`src/rtl/simd_alu_pkg.sv`:
```
// Shared types for the lane-partitioned SIMD ALU.
// Assumes a 3-bit operation code; codes not listed here give a zero result.
package simd_alu_pkg;

    typedef enum logic [2:0] {
        ALU_ADD  = 3'b000,
        ALU_SUB  = 3'b001,
        ALU_AND  = 3'b010,
        ALU_OR   = 3'b011,
        ALU_XOR  = 3'b100,
        ALU_ANDN = 3'b101
    } alu_op_e;

    typedef enum logic [1:0] {
        LANE_8  = 2'b00,
        LANE_16 = 2'b01,
        LANE_32 = 2'b10,
        LANE_64 = 2'b11
    } lane_sel_e;

endpackage

```
`src/rtl/lane_boundary.sv`:
```
// Decodes the lane-size select into a per-slice "lane starts here" mask.
// Assumes lane widths of 1, 2, 4 and 8 slices and a power-of-two slice count.
module lane_boundary #(
    parameter int NUM_SLICES = 16
) (
    input  logic [1:0]            lane_sel,
    output logic [NUM_SLICES-1:0] seg_start
);
    localparam int IDX_W = (NUM_SLICES > 1) ? $clog2(NUM_SLICES) : 1;

    logic [IDX_W-1:0] span_mask;

    // Lane length in slices, minus one, used as a low-bit mask on the slice index.
    always_comb begin
        span_mask = IDX_W'((4'd1 << lane_sel) - 4'd1);
    end

    genvar i;
    generate
        for (i = 0; i < NUM_SLICES; i++) begin : g_start
            localparam logic [IDX_W-1:0] IDX = IDX_W'(i);
            // A slice opens a lane when its index is a multiple of the lane length.
            assign seg_start[i] = ((IDX & span_mask) == '0);
        end
    endgenerate
endmodule

```
`src/rtl/segmented_adder.sv`:
```
// Adder built from slices, with a carry chain broken at each lane start.
// When subtracting, B is inverted and every lane start takes a carry-in of one.
// Assumes seg_start[0] is set.
module segmented_adder #(
    parameter int DATA_W  = 128,
    parameter int SLICE_W = 8
) (
    input  logic [DATA_W-1:0]         a,
    input  logic [DATA_W-1:0]         b,
    input  logic                      sub,
    input  logic [DATA_W/SLICE_W-1:0] seg_start,
    output logic [DATA_W-1:0]         sum
);
    localparam int NUM_SLICES = DATA_W / SLICE_W;

    logic [DATA_W-1:0]     b_eff;
    logic [NUM_SLICES-1:0] cin;
    logic [NUM_SLICES-1:0] cout;

    // Second operand, inverted for subtraction.
    always_comb begin
        b_eff = sub ? ~b : b;
    end

    genvar i;
    generate
        for (i = 0; i < NUM_SLICES; i++) begin : g_slice
            // Carry into the slice: fresh at a lane start, otherwise rippled.
            if (i == 0) begin : g_first
                assign cin[i] = seg_start[i] & sub;
            end else begin : g_rest
                assign cin[i] = seg_start[i] ? sub : cout[i-1];
            end

            if (i < NUM_SLICES - 1) begin : g_carry
                logic [SLICE_W:0] full;
                assign full = {1'b0, a[i*SLICE_W +: SLICE_W]}
                            + {1'b0, b_eff[i*SLICE_W +: SLICE_W]}
                            + (SLICE_W+1)'(cin[i]);
                assign sum[i*SLICE_W +: SLICE_W] = full[SLICE_W-1:0];
                assign cout[i] = full[SLICE_W];
            end else begin : g_top
                assign sum[i*SLICE_W +: SLICE_W] = a[i*SLICE_W +: SLICE_W]
                                                 + b_eff[i*SLICE_W +: SLICE_W]
                                                 + SLICE_W'(cin[i]);
                assign cout[i] = 1'b0;
            end
        end
    endgenerate
endmodule

```
`src/rtl/bitwise_unit.sv`:
```
// Bitwise functions over the full word; lane size plays no part here.
// Assumes that an op code it does not handle gives zero.
module bitwise_unit import simd_alu_pkg::*; #(
    parameter int DATA_W = 128
) (
    input  logic [2:0]        op,
    input  logic [DATA_W-1:0] a,
    input  logic [DATA_W-1:0] b,
    output logic [DATA_W-1:0] res
);
    // Selects the logic function by op code.
    always_comb begin
        case (alu_op_e'(op))
            ALU_AND:  res = a & b;
            ALU_OR:   res = a | b;
            ALU_XOR:  res = a ^ b;
            ALU_ANDN: res = a & ~b;
            default:  res = '0;
        endcase
    end
endmodule

```
`src/rtl/simd_alu.sv`:
```
// Top level of the lane-partitioned SIMD ALU: lane decode, segmented adder,
// bitwise unit and the result register.
// Assumes DATA_W is SLICE_W times a power of two, with at least 8 slices.
module simd_alu import simd_alu_pkg::*; #(
    parameter int DATA_W  = 128,
    parameter int SLICE_W = 8
) (
    input  logic              clk,
    input  logic              rst_n,
    input  logic [2:0]        op_i,
    input  logic [1:0]        lane_sel_i,
    input  logic [DATA_W-1:0] a_i,
    input  logic [DATA_W-1:0] b_i,
    output logic [DATA_W-1:0] result_o
);
    localparam int NUM_SLICES = DATA_W / SLICE_W;

    logic [NUM_SLICES-1:0] seg_start;
    logic [DATA_W-1:0]     arith_res;
    logic [DATA_W-1:0]     logic_res;
    logic [DATA_W-1:0]     next_res;
    logic                  is_sub;

    lane_boundary #(.NUM_SLICES(NUM_SLICES)) u_bound (
        .lane_sel  (lane_sel_i),
        .seg_start (seg_start)
    );

    // Subtraction selects inversion and a carry-in of one at each lane.
    always_comb begin
        is_sub = (alu_op_e'(op_i) == ALU_SUB);
    end

    segmented_adder #(.DATA_W(DATA_W), .SLICE_W(SLICE_W)) u_add (
        .a         (a_i),
        .b         (b_i),
        .sub       (is_sub),
        .seg_start (seg_start),
        .sum       (arith_res)
    );

    bitwise_unit #(.DATA_W(DATA_W)) u_logic (
        .op  (op_i),
        .a   (a_i),
        .b   (b_i),
        .res (logic_res)
    );

    // Picks the arithmetic or bitwise path; unknown codes give zero.
    always_comb begin
        case (alu_op_e'(op_i))
            ALU_ADD, ALU_SUB:                    next_res = arith_res;
            ALU_AND, ALU_OR, ALU_XOR, ALU_ANDN:  next_res = logic_res;
            default:                             next_res = '0;
        endcase
    end

    // Result register with synchronous active-low reset.
    always_ff @(posedge clk) begin
        if (!rst_n) result_o <= '0;
        else        result_o <= next_res;
    end
endmodule

```
`config.mk`:
```
export PLATFORM = sky130hd
export DESIGN_NAME = simd_alu
export DESIGN_NICKNAME = d
export VERILOG_FILES = /design/src/rtl/simd_alu_pkg.sv /design/src/rtl/lane_boundary.sv /design/src/rtl/segmented_adder.sv /design/src/rtl/bitwise_unit.sv /design/src/rtl/simd_alu.sv
export SDC_FILE = /design/constraint.sdc
export NUM_CORES = 1
export LEC_CHECK = 0
export BUFFER_PORTS_ARGS = -buffer_cell sky130_fd_sc_hd__buf_4
export CAP_MARGIN = 0
export CORE_ASPECT_RATIO = 0.9
export CORE_UTILIZATION = 45
export CTS_CLUSTER_SIZE = 28
export DETAILED_ROUTE_END_ITERATION = 16
export GPL_TIMING_DRIVEN = 0
export PLACE_DENSITY = 0.69
export SLEW_MARGIN = 0
export SYNTH_ARGS = -nofsm -noshare
export SYNTH_HDL_FRONTEND = slang
export SYNTH_SLANG_ARGS = --single-unit
export TNS_END_PERCENT = 50
```
`constraint.sdc`:
```
create_clock -name clk -period 19.2 [get_ports clk]
set_clock_uncertainty 0.2 [all_clocks]
set_input_delay 1.92 -clock clk [delete_from_list [all_inputs] [get_ports clk]]
set_output_delay 1.92 -clock clk [all_outputs]
set_load 0.01 [all_outputs]
```
# After elaboration in Yosys (flattened, before gate mapping)
# Index checks and enable logic that the tools add are counted.
# Widths: inputs -> output; s select.
# totals
elab_cells	81
inputBits	263
output_inout_bits	128
ff_bits	128
# op_classes
n_shift	1
n_bitwise	5
eq_ne	5
muxes	18
n_addsub	33
n_reduce_logical	18
# op_table
operator	n
$pmux 128 s4	1
$and 128x128->128	2
$pmux 128 s2	1
$add 8x8->9	15
$add 9x1->9	15
$mux 128	1
$not 128->128	1
$or 128x128->128	1
$xor 128x128->128	1
$logic_not 4->1	15
$mux 1	15
$add 8x1->8	1
$add 8x8->8	1
$eq 3x2->1 const B	2
$eq 3x3->1 const B	2
$reduce_or 4->1	1
$shl 1x2->4 const A	1
$sub 4x1->4 const B	1
$eq 3x1->1 const B	1
$logic_not 3->1	1
$reduce_or 2->1	1

# Depth between registers and ports, before layout
# Gate-level depths: netlist of the first run.
# logic_depth
depth_word	35
ltp_mapped	62
mapped_depth_nobuf	58

# Hierarchy
# Synthesis of the first run repeated with hierarchy kept, for this count alone.
# hier_totals
hier_cells	2247
area_unflattened_um2	17661.9
# modules_own_cells
module	instances	cells_per_inst	area_per_inst_um2
segmented_adder	1	966	7171.9
bitwise_unit	1	832	5982.0
simd_alu	1	432	4406.7
lane_boundary	1	17	101.3

# Least setup slack after synthesis of the first run
# OpenSTA, ideal clock, no wires.
# synth_timing
kind	input -> register
start	in op_i[0]
end	reg result_o[126]
setup_time_ps	134
slack_ps	2365
path_buffers	4
arrival_ps	16501
stages	62
required_ps	18866
cell_sequence	buf_4 > or3b_1 > buf_2 > clkbuf_1 > buf_2 > xnor2_1 > fa_1 > fa_1 > a21oi_1 > o21ai_0 > o31a_1 > o21ai_0 > a21oi_1 > fa_1 > fa_1 > a21oi_1 > o21ai_0 > o31a_1 > [... 26 more ...] > o21ai_0 > o31a_1 > o21ai_0 > a31oi_1 > fa_1 > fa_1 > a21oi_1 > o21ai_0 > o31a_1 > o21ai_0 > a21oi_1 > fa_1 > fa_1 > a21oi_1 > o211ai_1 > a21oi_1 > xor2_1 > o22ai_1
# synth_between
elab_chain_len	35
elab_cells_between_ends	58
cone_classes	32 x add/sub; 5 x eq/ne; 18 x mux; 3 x reduce/logical
# synth_lines
item	line	text
start, declared	simd_alu.sv:10	input logic [2:0] op_i,
$eq 3x1->1	simd_alu.sv:31, simd_alu.sv:51	
$mux 128	segmented_adder.sv:22	b_eff = sub ? ~b : b;
$add 8x8->9	segmented_adder.sv:38	+ {1'b0, b_eff[i*SLICE_W +: SLICE_W]}
$add 9x1->9	segmented_adder.sv:39	+ (SLICE_W+1)'(cin[i]);
$mux 1	segmented_adder.sv:32	assign cin[i] = seg_start[i] ? sub : cout[i-1];
$add 9x1->9	segmented_adder.sv:39	
$mux 1	segmented_adder.sv:32	
$add 9x1->9	segmented_adder.sv:39	
[... 19 more ...]	-	
$add 9x1->9	segmented_adder.sv:39	
$mux 1	segmented_adder.sv:32	
$add 9x1->9	segmented_adder.sv:39	
$mux 1	segmented_adder.sv:32	
$add 9x1->9	segmented_adder.sv:39	
$mux 1	segmented_adder.sv:32	
$add 8x1->8	segmented_adder.sv:45	+ SLICE_W'(cin[i]);
$pmux 128 s2 *	simd_alu.sv:51	case (alu_op_e'(op_i))
end signal, assigned	simd_alu.sv:61	else result_o <= next_res;
end, declared	simd_alu.sv:14	output logic [DATA_W-1:0] result_o
# Mark *: on every way between the ends. The rest lies on a longest branch, timed or not.
# A chain may end at the register's enable or synchronous reset.

# Worst setup path after layout of the first run
# layout_timing
start	in op_i[1]
end	reg result_o[62]
# layout_between
elab_chain_len	19
elab_cells_between_ends	34
cone_classes	16 x add/sub; 5 x eq/ne; 10 x mux; 3 x reduce/logical
# layout_lines
item	line
$eq 3x1->1	simd_alu.sv:31, simd_alu.sv:51
$mux 128	segmented_adder.sv:22
$add 8x8->9	segmented_adder.sv:38
$add 9x1->9	segmented_adder.sv:39
$mux 1	segmented_adder.sv:32
$add 9x1->9	segmented_adder.sv:39
$mux 1	segmented_adder.sv:32
$add 9x1->9	segmented_adder.sv:39
[... 3 more ...]	-
$add 9x1->9	segmented_adder.sv:39
$mux 1	segmented_adder.sv:32
$add 9x1->9	segmented_adder.sv:39
$mux 1	segmented_adder.sv:32
$add 9x1->9	segmented_adder.sv:39
$mux 1	segmented_adder.sv:32
$add 9x1->9	segmented_adder.sv:39
$pmux 128 s2 *	simd_alu.sv:51
# Marked as above.

==> report_table.html, run 1 <==
<table>
<tr><th>Metric</th><th>Value</th></tr>
<tr><th colspan="2">Outcome</th></tr>
<tr><td>Status</td><td>finished, final reports clean</td></tr>
<tr><th colspan="2">Global route</th></tr>
<tr><td>Global-route wire length before repair</td><td>97400 µm</td></tr>
<tr><td>Initial antenna violation count</td><td>8</td></tr>
<tr><td>Global route overflow</td><td>0</td></tr>
<tr><td>Maximum number of pins on one net before global-route repair</td><td>17</td></tr>
<tr><td>Number of global-route vias before repair</td><td>16700</td></tr>
<tr><td>Overall global routing resource usage</td><td>37.5%</td></tr>
<tr><th colspan="2">Drt</th></tr>
<tr><td>Iteration-0 DRC count of the detailed router</td><td>1746</td></tr>
<tr><td>Drt via density</td><td>5.91</td></tr>
<tr><td>Routed wl met3</td><td>around 7500 µm</td></tr>
<tr><td>Vias</td><td>17400</td></tr>
<tr><td>Top Metal Used</td><td>met5</td></tr>
<tr><td>Final ANT Viol Nets</td><td>0</td></tr>
<tr><td>Number of optimization iterations in the first detailed-route pass</td><td>6</td></tr>
<tr><td>Length of routed met2 wiring</td><td>roughly 29000 µm</td></tr>
<tr><td>Detailed-route wire length per cell</td><td>22.6 µm</td></tr>
<tr><td>Total routed wire length on the met1 layer</td><td>25700 µm</td></tr>
<tr><td>Total routed wirelength</td><td>about 66000 µm</td></tr>
<tr><td>Drc violations</td><td>0</td></tr>
<tr><th colspan="2">Floorplan</th></tr>
<tr><td>Core region area</td><td>~33000 µm²</td></tr>
<tr><td>DIE AREA</td><td>~35000 µm²</td></tr>
<tr><td>Initial core utilization</td><td>46.2%</td></tr>
<tr><td>Vertical die dimension</td><td>178 µm</td></tr>
<tr><td>Horizontal die dimension</td><td>197 µm</td></tr>
<tr><td>I/O pin count</td><td>391</td></tr>
<tr><td>Rows</td><td>63</td></tr>
<tr><th colspan="2">Setup path</th></tr>
<tr><td>Highest cell delay on the worst timing path</td><td>500 ps</td></tr>
<tr><td>Kind of end point of the critical path</td><td>flip-flop</td></tr>
<tr><td>Standard cell with the maximum stage delay on the critical path</td><td>fa_2</td></tr>
<tr><td>Start point of the critical path</td><td>op_i[1]</td></tr>
<tr><td>Kind of launch point of the worst setup path</td><td>input pin</td></tr>
<tr><td>Highest fanout seen on the critical path</td><td>10</td></tr>
<tr><td>Data arrival time of the worst path</td><td>18590 ps</td></tr>
<tr><td>Dominant cell type by count on the critical path</td><td>a21oi_1</td></tr>
<tr><td>Critical path data required time</td><td>19290 ps</td></tr>
<tr><td>Critical path type</td><td>input pin to flip-flop</td></tr>
<tr><th colspan="2">Final layout</th></tr>
<tr><td>Top library cells by usage in the layout, fill and taps aside</td><td>buf_4 (389), inv_1 (304), ha_1 (238)</td></tr>
<tr><td>Share of final-layout standard cells stronger than drive strength 1</td><td>between 10% and 20%</td></tr>
<tr><td>Top reg by flops</td><td>result_o</td></tr>
<tr><td>Largest registers</td><td>result_o: 128 flops</td></tr>
<tr><td>Post-layout net count</td><td>3000</td></tr>
<tr><td>Layout-stage area growth over the synthesis result</td><td>26.6%</td></tr>
<tr><td>Largest register FFs</td><td>128</td></tr>
<tr><td>Leading cell type in the layout, fill and taps excluded</td><td>buf_4</td></tr>
<tr><th colspan="2">CTS</th></tr>
<tr><td>Max clock buf depth</td><td>2</td></tr>
<tr><td>H-tree level count</td><td>4</td></tr>
<tr><td>TritonCTS clock tree</td><td>done</td></tr>
<tr><td>CTS buffer count</td><td>17</td></tr>
<tr><td>Clk pin slew, worst setup/hold paths</td><td>60 ps</td></tr>
<tr><td>Hold bufs inserted after CTS</td><td>0</td></tr>
<tr><td>Count of buffers added by post-CTS timing repair for setup</td><td>0</td></tr>
<tr><td>Clock sinks</td><td>approximately 130</td></tr>
<tr><td>Clock Root Buffer</td><td>clkbuf_16</td></tr>
<tr><th colspan="2">Synthesis</th></tr>
<tr><td>Most common flop cell mapped by yosys</td><td>dfxtp_1</td></tr>
<tr><td>Count of synthesis-stage warnings from yosys</td><td>0</td></tr>
<tr><td>Fraction of the yosys area taken by sequential cells</td><td>16.6%</td></tr>
<tr><td>Number of library cell types mapped by synthesis</td><td>47</td></tr>
<tr><td>Synth Instances</td><td>between 2000 and 2500</td></tr>
<tr><td>Yosys reg bits</td><td>128</td></tr>
<tr><td>Number of flops mapped to enable cells by yosys</td><td>0</td></tr>
<tr><td>Post-synthesis instance area</td><td>~15000 µm²</td></tr>
<tr><td>Share of synthesized flip-flops with an asynchronous set or reset</td><td>0%</td></tr>
<tr><td>Post-Synthesis Mean Instance Area</td><td>7.47 µm²</td></tr>
<tr><td>Syn Nets</td><td>2594</td></tr>
<tr><th colspan="2">Timing</th></tr>
<tr><td>Final setup viols</td><td>0</td></tr>
<tr><td>Slew at the pin closest to its max-slew limit</td><td>1430 ps</td></tr>
<tr><td>Post-layout minimum cycle time</td><td>between 15000 and 20000 ps</td></tr>
<tr><td>Final Hold Vio Count</td><td>0</td></tr>
<tr><td>Number of slew-limit violations in the final report</td><td>0</td></tr>
<tr><td>Setup slack of the critical path after layout</td><td>707 ps</td></tr>
<tr><td>Upper clock frequency limit</td><td>54.1 MHz</td></tr>
<tr><td>Slew Limit Headroom</td><td>3.46%</td></tr>
<tr><td>Final worst-path cycle share</td><td>96.3%</td></tr>
<tr><th colspan="2">Power and ir drop</th></tr>
<tr><td>Clk network pwr share</td><td>a little over a quarter</td></tr>
<tr><td>Power per Cell Area</td><td>59.9 nW/µm²</td></tr>
<tr><td>Seq pwr share</td><td>between 20 and 30%</td></tr>
<tr><td>VDD IR max</td><td>69.3 µV</td></tr>
<tr><td>Leakage Power</td><td>9.52 nW</td></tr>
<tr><td>Internal</td><td>0.721 mW</td></tr>
<tr><td>Power, Total</td><td>1.17 mW</td></tr>
<tr><td>Net switching power</td><td>0.447 mW</td></tr>
<tr><td>Combinational fraction of design power</td><td>a little under half</td></tr>
<tr><td>Sw frac</td><td>38.3%</td></tr>
<tr><th colspan="2">Place</th></tr>
<tr><td>Post-placement worst setup slack</td><td>-1100 ps</td></tr>
<tr><td>GP Congestion</td><td>0.938</td></tr>
<tr><td>Final HPWL DP</td><td>52400 µm</td></tr>
<tr><td>Port Buf Inserts</td><td>approximately 390</td></tr>
<tr><th colspan="2">Flow run</th></tr>
<tr><td>Max-capacitance violation count</td><td>0</td></tr>
<tr><th colspan="2">Min path</th></tr>
<tr><td>Worst hold-check path type</td><td>input pin to flip-flop</td></tr>
<tr><td>Number of stages on the worst hold path</td><td>3</td></tr>
<tr><td>Hold path start</td><td>a_i[0]</td></tr>
</table>
power by group through the flow:
stage	Combinational (mW)	Clock (mW)	Sequential [mW]
CTS	0.535	0.320	0.301
global route	0.598	0.332	0.303
detailed placement	0.531	0	0.306
finish	0.548	0.318	0.301
floorplan	0.312	0	0.317
global placement	0.518	0	0.307
metal layers:
metal | track usage, % | up-vias
li1 | - | 8026
met1 | 45.4 | 8116
met2 | 60.2 | 1007
met3 | 10.1 | 203
met4 | 21.2 | 10
met5 | 0 | -
critical path: cells and delay by family:
family / cells / cell delay [ps]
AO/OA/AOI/OAI: 38 / 8070
XOR/XNOR: 2 / 350
adder cells (fa/ha/maj): 15 / 6990
buffers and inverters: 3 / 650
AND/OR/NAND/NOR: 2 / 550
final cells by class:
cell class                 instances  area (µm²)
antenna                            3        7.51
buffer                           104         434
clock buffer                      23         478
clock inverter                     6        60.1
fill                            3159       13800
inverter                         306        1150
multi-input combinational       1524       11300
sequential                       128        2560
tap                              455         569
timing repair buffer             387        2910
final timing paths:
check	to
max	result_o[62]
min	result_o[0]
synthesized netlist by cell type, types with 41 or more instances:
| master | count | area [µm²] |
|---|---|---|
| nor2_1 | 163 | 612 |
| ha_1 | 238 | 2980 |
| o21ai_0 | 152 | 761 |
| o22ai_1 | 94 | 588 |
| xnor2_1 | 176 | 1540 |
| nand2_1 | 181 | 679 |
| dfxtp_1 | 128 | 2560 |
| clkbuf_1 | 65 | 244 |
| a21oi_1 | 91 | 455 |
| a221oi_1 | 69 | 604 |
| nor3_1 | 41 | 205 |
| inv_1 | 304 | 1140 |
through the flow:
step                TNS [ps]  cells  utilization (%)  area, µm²  hold WS (ps)
floorplan                  0   2062                -      15400          1870
global placement       -9860   2904             56.6      18900          2010
detailed placement     -8190   2904             56.7      18900          2020
CTS                        0   2933             58.3      19400          1550
global route           -3.66   2936             58.5      19500          1560
finish                     0   2936             58.5      19500          1560
timing repair:
| item | 4_1_cts | 5_1_grt |
|---|---|---|
| cloned | 0 | 0 |
| endpoints found under the hold margin | 0 | 0 |
| gates resized for setup | 11 | 29 |
| endpoints found under the setup margin | 10 | 15 |
| pin swaps | 0 | 3 |
cells by family (layout without fill, tap and decap cells):
logic type,after synthesis,after routing,share of synthesized area (%)
AOI/OAI and AO/OA,610,610,26.3
and+or+nand+nor,449,449,12.3
xor gates and xnor gates,193,193,11.0
buffers and inverters,410,826,10.2
DFF,128,128,16.6
other,0,3,0
adders and majority gates,269,269,23.3
muxes,3,3,0.195
No activity file was read; power rests on OpenSTA's default activity.
==> inputs of run 2 (changes only) <==
CORE_UTILIZATION = 35   (was 45)
PLACE_DENSITY = not set   (was 0.69)
==> run 2 against run 1 <==
Compared with the run above: routed wire length up 8.3%; power down 0.77%; via count up 0.91%; count of clock-buffer cells in the layout unchanged; combinational power about the same; largest power group unchanged; first-iteration DRC count up 6.0%; global-route usage down 6.2 points; utilization down 13 points.
==> report_table.html, run 2 (synthesis results as in run 1) <==
<table>
<tr><th>Metric</th><th>Value</th></tr>
<tr><th colspan="2">Power and ir drop</th></tr>
<tr><td>Internal</td><td>around 0.7 mW</td></tr>
<tr><td>Combinational fraction of design power</td><td>47.4%</td></tr>
<tr><td>Net switching power</td><td>0.455 mW</td></tr>
<tr><td>Clk network pwr share</td><td>26.5%</td></tr>
<tr><td>Power, Total</td><td>around 1.2 mW</td></tr>
<tr><td>Leakage Power</td><td>around 9.5 nW</td></tr>
<tr><td>Sw frac</td><td>39.3%</td></tr>
<tr><td>Seq pwr share</td><td>26.1%</td></tr>
<tr><td>Power per Cell Area</td><td>59.1 nW/µm²</td></tr>
<tr><td>VDD IR max</td><td>56.7 µV</td></tr>
<tr><th colspan="2">Setup path</th></tr>
<tr><td>Dominant cell type by count on the critical path</td><td>fa_1</td></tr>
<tr><td>Standard cell with the maximum stage delay on the critical path</td><td>fa_1</td></tr>
<tr><td>Data arrival time of the worst path</td><td>18730 ps</td></tr>
<tr><td>Critical path type</td><td>input pin to flip-flop</td></tr>
<tr><td>Kind of end point of the critical path</td><td>flip-flop</td></tr>
<tr><td>Kind of launch point of the worst setup path</td><td>input pin</td></tr>
<tr><td>Highest fanout seen on the critical path</td><td>10</td></tr>
<tr><td>Critical path data required time</td><td>19310 ps</td></tr>
<tr><td>Highest cell delay on the worst timing path</td><td>a little over 500 ps</td></tr>
<tr><th colspan="2">Global route</th></tr>
<tr><td>Initial antenna violation count</td><td>9</td></tr>
<tr><td>Global-route wire length before repair</td><td>around 100000 µm</td></tr>
<tr><td>Number of global-route vias before repair</td><td>16800</td></tr>
<tr><td>Overall global routing resource usage</td><td>31.3%</td></tr>
<tr><td>Global route overflow</td><td>0</td></tr>
<tr><td>Maximum number of pins on one net before global-route repair</td><td>17</td></tr>
<tr><th colspan="2">CTS</th></tr>
<tr><td>Max clock buf depth</td><td>2</td></tr>
<tr><td>CTS buffer count</td><td>17</td></tr>
<tr><td>Count of buffers added by post-CTS timing repair for setup</td><td>0</td></tr>
<tr><td>H-tree level count</td><td>4</td></tr>
<tr><td>Hold bufs inserted after CTS</td><td>0</td></tr>
<tr><td>TritonCTS clock tree</td><td>done</td></tr>
<tr><td>Clock Root Buffer</td><td>clkbuf_16</td></tr>
<tr><td>Clk pin slew, worst setup/hold paths</td><td>roughly 70 ps</td></tr>
<tr><td>Clock sinks</td><td>128</td></tr>
<tr><th colspan="2">Timing</th></tr>
<tr><td>Final Hold Vio Count</td><td>0</td></tr>
<tr><td>Post-layout minimum cycle time</td><td>about 19000 ps</td></tr>
<tr><td>Setup slack of the critical path after layout</td><td>585 ps</td></tr>
<tr><td>Final worst hold slack</td><td>about 1500 ps</td></tr>
<tr><td>Slew Limit Headroom</td><td>14.1%</td></tr>
<tr><td>Final setup viols</td><td>0</td></tr>
<tr><td>Final worst-path cycle share</td><td>between 90% and 100%</td></tr>
<tr><td>Setup repair after global routing missed its margin</td><td>no</td></tr>
<tr><td>Upper clock frequency limit</td><td>53.7 MHz</td></tr>
<tr><td>Number of slew-limit violations in the final report</td><td>0</td></tr>
<tr><td>Slew at the pin closest to its max-slew limit</td><td>1270 ps</td></tr>
<tr><th colspan="2">Place</th></tr>
<tr><td>Final HPWL DP</td><td>56900 µm</td></tr>
<tr><td>Post-placement worst setup slack</td><td>-1370 ps</td></tr>
<tr><td>GP Congestion</td><td>a little over 0.9</td></tr>
<tr><td>Port Buf Inserts</td><td>387</td></tr>
<tr><th colspan="2">Drt</th></tr>
<tr><td>Number of optimization iterations in the first detailed-route pass</td><td>6</td></tr>
<tr><td>Iteration-0 DRC count of the detailed router</td><td>1850</td></tr>
<tr><td>Drt via density</td><td>5.77</td></tr>
<tr><td>Drc violations</td><td>0</td></tr>
<tr><td>Vias</td><td>17500</td></tr>
<tr><td>Detailed-route wire length per cell</td><td>roughly 24 µm</td></tr>
<tr><td>Total routed wirelength</td><td>~72000 µm</td></tr>
<tr><td>Final ANT Viol Nets</td><td>0</td></tr>
<tr><th colspan="2">Final layout</th></tr>
<tr><td>Fill cells</td><td>4440</td></tr>
<tr><td>Largest register FFs</td><td>128</td></tr>
<tr><td>Top library cells by usage in the layout, fill and taps aside</td><td>buf_4 (389), inv_1 (304), ha_1 (238)</td></tr>
<tr><td>Layout-stage area growth over the synthesis result</td><td>27.3%</td></tr>
<tr><td>Largest registers</td><td>result_o: 128 flops</td></tr>
<tr><td>Leading cell type in the layout, fill and taps excluded</td><td>buf_4</td></tr>
<tr><td>Utilization after layout</td><td>45.4%</td></tr>
<tr><td>Post-layout net count</td><td>3001</td></tr>
<tr><td>Share of final-layout standard cells stronger than drive strength 1</td><td>19.5%</td></tr>
<tr><td>Top reg by flops</td><td>result_o</td></tr>
<tr><th colspan="2">Floorplan</th></tr>
<tr><td>Rows</td><td>72</td></tr>
<tr><td>DIE AREA</td><td>44900 µm²</td></tr>
<tr><td>I/O pin count</td><td>about 390</td></tr>
<tr><td>Horizontal die dimension</td><td>~220 µm</td></tr>
<tr><td>Initial core utilization</td><td>35.6%</td></tr>
<tr><td>Core region area</td><td>43200 µm²</td></tr>
<tr><td>Vertical die dimension</td><td>about 200 µm</td></tr>
<tr><th colspan="2">Outcome</th></tr>
<tr><td>Status</td><td>finished, final reports clean</td></tr>
<tr><th colspan="2">Flow run</th></tr>
<tr><td>Max-capacitance violation count</td><td>0</td></tr>
<tr><th colspan="2">Min path</th></tr>
<tr><td>Worst hold-check path type</td><td>input pin to flip-flop</td></tr>
</table>
-- run 2: changes by cell type in the layout (fill, tap and decap cells not counted), sizes merged --
cell / change
clkinvlp: -2
clkbuf: +1
clkinv: +5
bufinv: -1
-- run 2: power by group through the flow --
stage	clock network [mW]	registers, mW	logic [mW]
floorplan	0	0.317	0.312
global placement	0	0.308	0.523
detailed placement	0	0.308	0.537
CTS	0.312	0.302	0.541
global route	0.323	0.304	0.598
finish	0.307	0.302	0.550
-- run 2: area by class of cell --
type,count,area (µm²),share of cell area (%)
multi-input combinational,1524,11300,57.8
timing repair buffer,388,2920,14.9
sequential,128,2560,13.1
inverter,306,1150,5.86
tap,555,694,3.54
clock buffer,23,468,2.39
buffer,104,437,2.23
clock inverter,8,40.0,0.204
antenna,3,7.51,0.0383
-- run 2: final timing paths --
check	to	depth (start not counted)	startpoint	slack (ps)
hold / removal	result_o[96]	3	a_i[96]	1540
setup / recovery	result_o[126]	62	op_i[2]	590
-- run 2: stage by stage --
stage / cell area, µm² / cells / setup TNS (ps)
2_1_floorplan: 15400 / 2062 / 0
3_5_place_dp: 19000 / 3005 / -10130
5_1_grt: 19600 / 3037 / 0
3_3_place_gp: 19000 / 3004 / -15700
4_1_cts: 19600 / 3036 / 0
6_report: 19600 / 3039 / 0
-- run 2: timing repair --
action,4_1_cts,5_1_grt
hold endpoints to repair,0,0
gates resized for setup,13,21
setup endpoints to repair,10,14
-- run 2: worst max-delay path, delay by kind of cell --
family,cells,cell delay (ps)
fa+ha+maj,16,7410
compound gates,39,7820
xor+xnor,2,310
simple gates,1,350
buf+inv,4,830
-- run 2: routing by layer --
layer	vias to the layer above	track usage [%]	part of all wire [%]
met3	187	8.27	10
met1	8356	39.4	41
li1	8035	-	-
met5	-	0	0.10
met4	12	15.5	4.9
met2	930	49.3	44
==> inputs of run 3 (changes only) <==
clock period = 19.5 ns   (was 19.2 ns; I/O delays follow)
==> run 3 against run 2 <==
Compared with the run above: global-route usage about the same; non-clock buffer count unchanged; clock power down 2%; via count shrank 0.17%; die area is the same; worst setup slack improved by 74 ps; cell area is 0.12% lower; combinational power fell by 2%; worst hold slack better by 32 ps; routed wire length fell by 0.16%; utilization is 0.055 points lower; largest cell class unchanged.
==> report_table.html, run 3 (synthesis results as in run 1) <==
<table>
<tr><th>Metric</th><th>Value</th></tr>
<tr><th colspan="2">Outcome</th></tr>
<tr><td>Status</td><td>finished, final reports clean</td></tr>
<tr><th colspan="2">Setup path</th></tr>
<tr><td>Standard cell with the maximum stage delay on the critical path</td><td>fa_1</td></tr>
<tr><td>Number of buffer and inverter instances along the worst setup path</td><td>4</td></tr>
<tr><td>Critical path data required time</td><td>roughly 20000 ps</td></tr>
<tr><td>CP top delay family</td><td>compound AO/OA/AOI/OAI gates</td></tr>
<tr><td>Critical path type</td><td>input pin to flip-flop</td></tr>
<tr><td>Data arrival time of the worst path</td><td>18950 ps</td></tr>
<tr><td>Highest cell delay on the worst timing path</td><td>520 ps</td></tr>
<tr><td>Kind of launch point of the worst setup path</td><td>input pin</td></tr>
<tr><td>Start point of the critical path</td><td>op_i[2]</td></tr>
<tr><td>Kind of end point of the critical path</td><td>flip-flop</td></tr>
<tr><td>Critical Path Stages</td><td>62</td></tr>
<tr><td>Highest fanout seen on the critical path</td><td>10</td></tr>
<tr><td>Critical path capture point</td><td>result_o[126]</td></tr>
<tr><td>Dominant cell type by count on the critical path</td><td>fa_1</td></tr>
<tr><th colspan="2">Final layout</th></tr>
<tr><td>Top reg by flops</td><td>result_o</td></tr>
<tr><td>Register area</td><td>2560 µm²</td></tr>
<tr><td>Largest register FFs</td><td>~130</td></tr>
<tr><td>Fill cells</td><td>4444</td></tr>
<tr><td>Final std cells w/o fill</td><td>3040</td></tr>
<tr><td>Area of the multi-input gates</td><td>about 11000 µm²</td></tr>
<tr><td>Leading cell type in the layout, fill and taps excluded</td><td>buf_4</td></tr>
<tr><td>Post-route cell area</td><td>just under 20000 µm²</td></tr>
<tr><td>Utilization after layout</td><td>a little under half</td></tr>
<tr><td>Post-layout net count</td><td>around 3000</td></tr>
<tr><td>Largest registers</td><td>result_o: 128 flops</td></tr>
<tr><td>Top library cells by usage in the layout, fill and taps aside</td><td>buf_4 (389), inv_1 (304), ha_1 (238)</td></tr>
<tr><td>Share of final-layout standard cells stronger than drive strength 1</td><td>19.2%</td></tr>
<tr><td>Layout-stage area growth over the synthesis result</td><td>27.1%</td></tr>
<tr><th colspan="2">Place</th></tr>
<tr><td>Placement-stage cell area</td><td>19000 µm²</td></tr>
<tr><td>Number of placed cells counting well taps</td><td>3005</td></tr>
<tr><td>Port Buf Inserts</td><td>387</td></tr>
<tr><td>GP Congestion</td><td>between 0.9 and 1</td></tr>
<tr><td>Final HPWL DP</td><td>56900 µm</td></tr>
<tr><th colspan="2">CTS</th></tr>
<tr><td>TritonCTS clock tree</td><td>done</td></tr>
<tr><td>CTS buffer count</td><td>17</td></tr>
<tr><td>Count of buffers added by post-CTS timing repair for setup</td><td>0</td></tr>
<tr><td>Clock sinks</td><td>128</td></tr>
<tr><td>H-tree level count</td><td>4</td></tr>
<tr><td>Clk pin slew, worst setup/hold paths</td><td>~70 ps</td></tr>
<tr><td>Max clock buf depth</td><td>2</td></tr>
<tr><td>Clock Root Buffer</td><td>clkbuf_16</td></tr>
<tr><th colspan="2">Timing</th></tr>
<tr><td>Final worst-path cycle share</td><td>roughly 97%</td></tr>
<tr><td>Upper clock frequency limit</td><td>53.1 MHz</td></tr>
<tr><td>Setup TNS</td><td>0 ps</td></tr>
<tr><td>Post-layout minimum cycle time</td><td>between 15000 and 20000 ps</td></tr>
<tr><td>Slew at the pin closest to its max-slew limit</td><td>approximately 1300 ps</td></tr>
<tr><td>Final Hold Vio Count</td><td>0</td></tr>
<tr><td>Slew Limit Headroom</td><td>around 15%</td></tr>
<tr><td>Number of slew-limit violations in the final report</td><td>0</td></tr>
<tr><td>Setup repair after global routing missed its margin</td><td>no</td></tr>
<tr><td>Final setup viols</td><td>0</td></tr>
<tr><th colspan="2">Drt</th></tr>
<tr><td>Vias</td><td>17500</td></tr>
<tr><td>Total routed wirelength</td><td>71900 µm</td></tr>
<tr><td>Detailed-route wire length per cell</td><td>23.6 µm</td></tr>
<tr><td>Final ANT Viol Nets</td><td>0</td></tr>
<tr><td>Drt via density</td><td>5.75</td></tr>
<tr><td>Number of optimization iterations in the first detailed-route pass</td><td>6</td></tr>
<tr><td>Drc violations</td><td>0</td></tr>
<tr><td>Iteration-0 DRC count of the detailed router</td><td>about 1900</td></tr>
<tr><th colspan="2">Global route</th></tr>
<tr><td>Top Usage Layer GRT</td><td>met2</td></tr>
<tr><td>Initial antenna violation count</td><td>9</td></tr>
<tr><td>Global-route wire length before repair</td><td>slightly above 100000 µm</td></tr>
<tr><td>GR Util met3</td><td>8.27%</td></tr>
<tr><td>Overall global routing resource usage</td><td>31.3%</td></tr>
<tr><td>Number of global-route vias before repair</td><td>16800</td></tr>
<tr><td>Global route overflow</td><td>0</td></tr>
<tr><td>Grt met1 use</td><td>39.4%</td></tr>
<tr><td>Maximum number of pins on one net before global-route repair</td><td>17</td></tr>
<tr><td>Met2 Track Usage GR</td><td>roughly 50%</td></tr>
<tr><th colspan="2">Floorplan</th></tr>
<tr><td>Rows</td><td>72</td></tr>
<tr><td>Vertical die dimension</td><td>between 200 and 250 µm</td></tr>
<tr><td>Horizontal die dimension</td><td>223 µm</td></tr>
<tr><td>I/O pin count</td><td>slightly below 400</td></tr>
<tr><td>Core region area</td><td>43200 µm²</td></tr>
<tr><td>Initial core utilization</td><td>35.6%</td></tr>
<tr><td>DIE AREA</td><td>44900 µm²</td></tr>
<tr><th colspan="2">Power and ir drop</th></tr>
<tr><td>Power, Total</td><td>1.14 mW</td></tr>
<tr><td>VDD IR max</td><td>55.3 µV</td></tr>
<tr><td>Power per Cell Area</td><td>58.2 nW/µm²</td></tr>
<tr><td>Leakage Power</td><td>9.52 nW</td></tr>
<tr><th colspan="2">Flow run</th></tr>
<tr><td>Max-capacitance violation count</td><td>0</td></tr>
<tr><th colspan="2">Min path</th></tr>
<tr><td>Worst hold-check path type</td><td>input pin to flip-flop</td></tr>
</table>
==> run 3: cell count changes in the layout (fill, tap and decap cells not counted), moves of 2 or more <==
cell,delta
o21ai_1,-2
a21oi_2,-2
o21ai_0,+2
a21oi_1,+2
fa_2,-2
fa_1,+2
==> run 3: worst min-delay path by stage <==
stage | depth (start not counted) | startpoint | end | slack, ps
after CTS | 3 | a_i[98] | result_o[98] | 1550
after floorplan | 2 | a_i[10] | result_o[10] | 1900
after detailed placement | 3 | a_i[98] | result_o[98] | 2050
after global routing | 3 | a_i[98] | result_o[98] | 1580
final | 3 | a_i[96] | result_o[96] | 1570
after global placement | 3 | a_i[98] | result_o[98] | 2040
==> run 3: metal layers <==
layer	vias up	wire [µm]
met5	-	72
met4	12	3570
met3	186	6950
met2	916	31500
met1	8345	29800
li1	8031	-
==> run 3: where the power goes <==
group / total [mW] / switching (mW) / leakage [nW] / internal [mW]
registers: 0.298 / 0.0109 / 1.06 / 0.287
clock network: 0.302 / 0.136 / 0.260 / 0.166
logic: 0.540 / 0.300 / 8.21 / 0.240
total: 1.14 / 0.447 / 9.52 / 0.693
==> run 3: timing repair <==
item	4_1_cts	5_1_grt
hold buffers	0	0
pin swaps	0	0
gates resized for setup	6	20
setup endpoints to repair	6	14
==> run 3: area by class of cell <==
cell class,instances,share of cell area [%]
Tap cell,555,3.54
Antenna cell,4,0.0511
Timing Repair Buffer,388,14.9
Clock buffer,23,2.39
Multi-Input combinational cell,1524,57.8
Sequential cell,128,13.1
Buffer,104,2.22
Inverter,306,5.86
Clock inverter,8,0.204
==> run 3: stage by stage <==
| stage | hold WS [ps] | setup WS (ps) |
|---|---|---|
| after global routing | 1580 | 20.4 |
| after detailed placement | 2050 | -1100 |
| after CTS | 1550 | 41.7 |
| after floorplan | 1900 | 2640 |
| final | 1570 | 659 |
| after global placement | 2040 | -1390 |
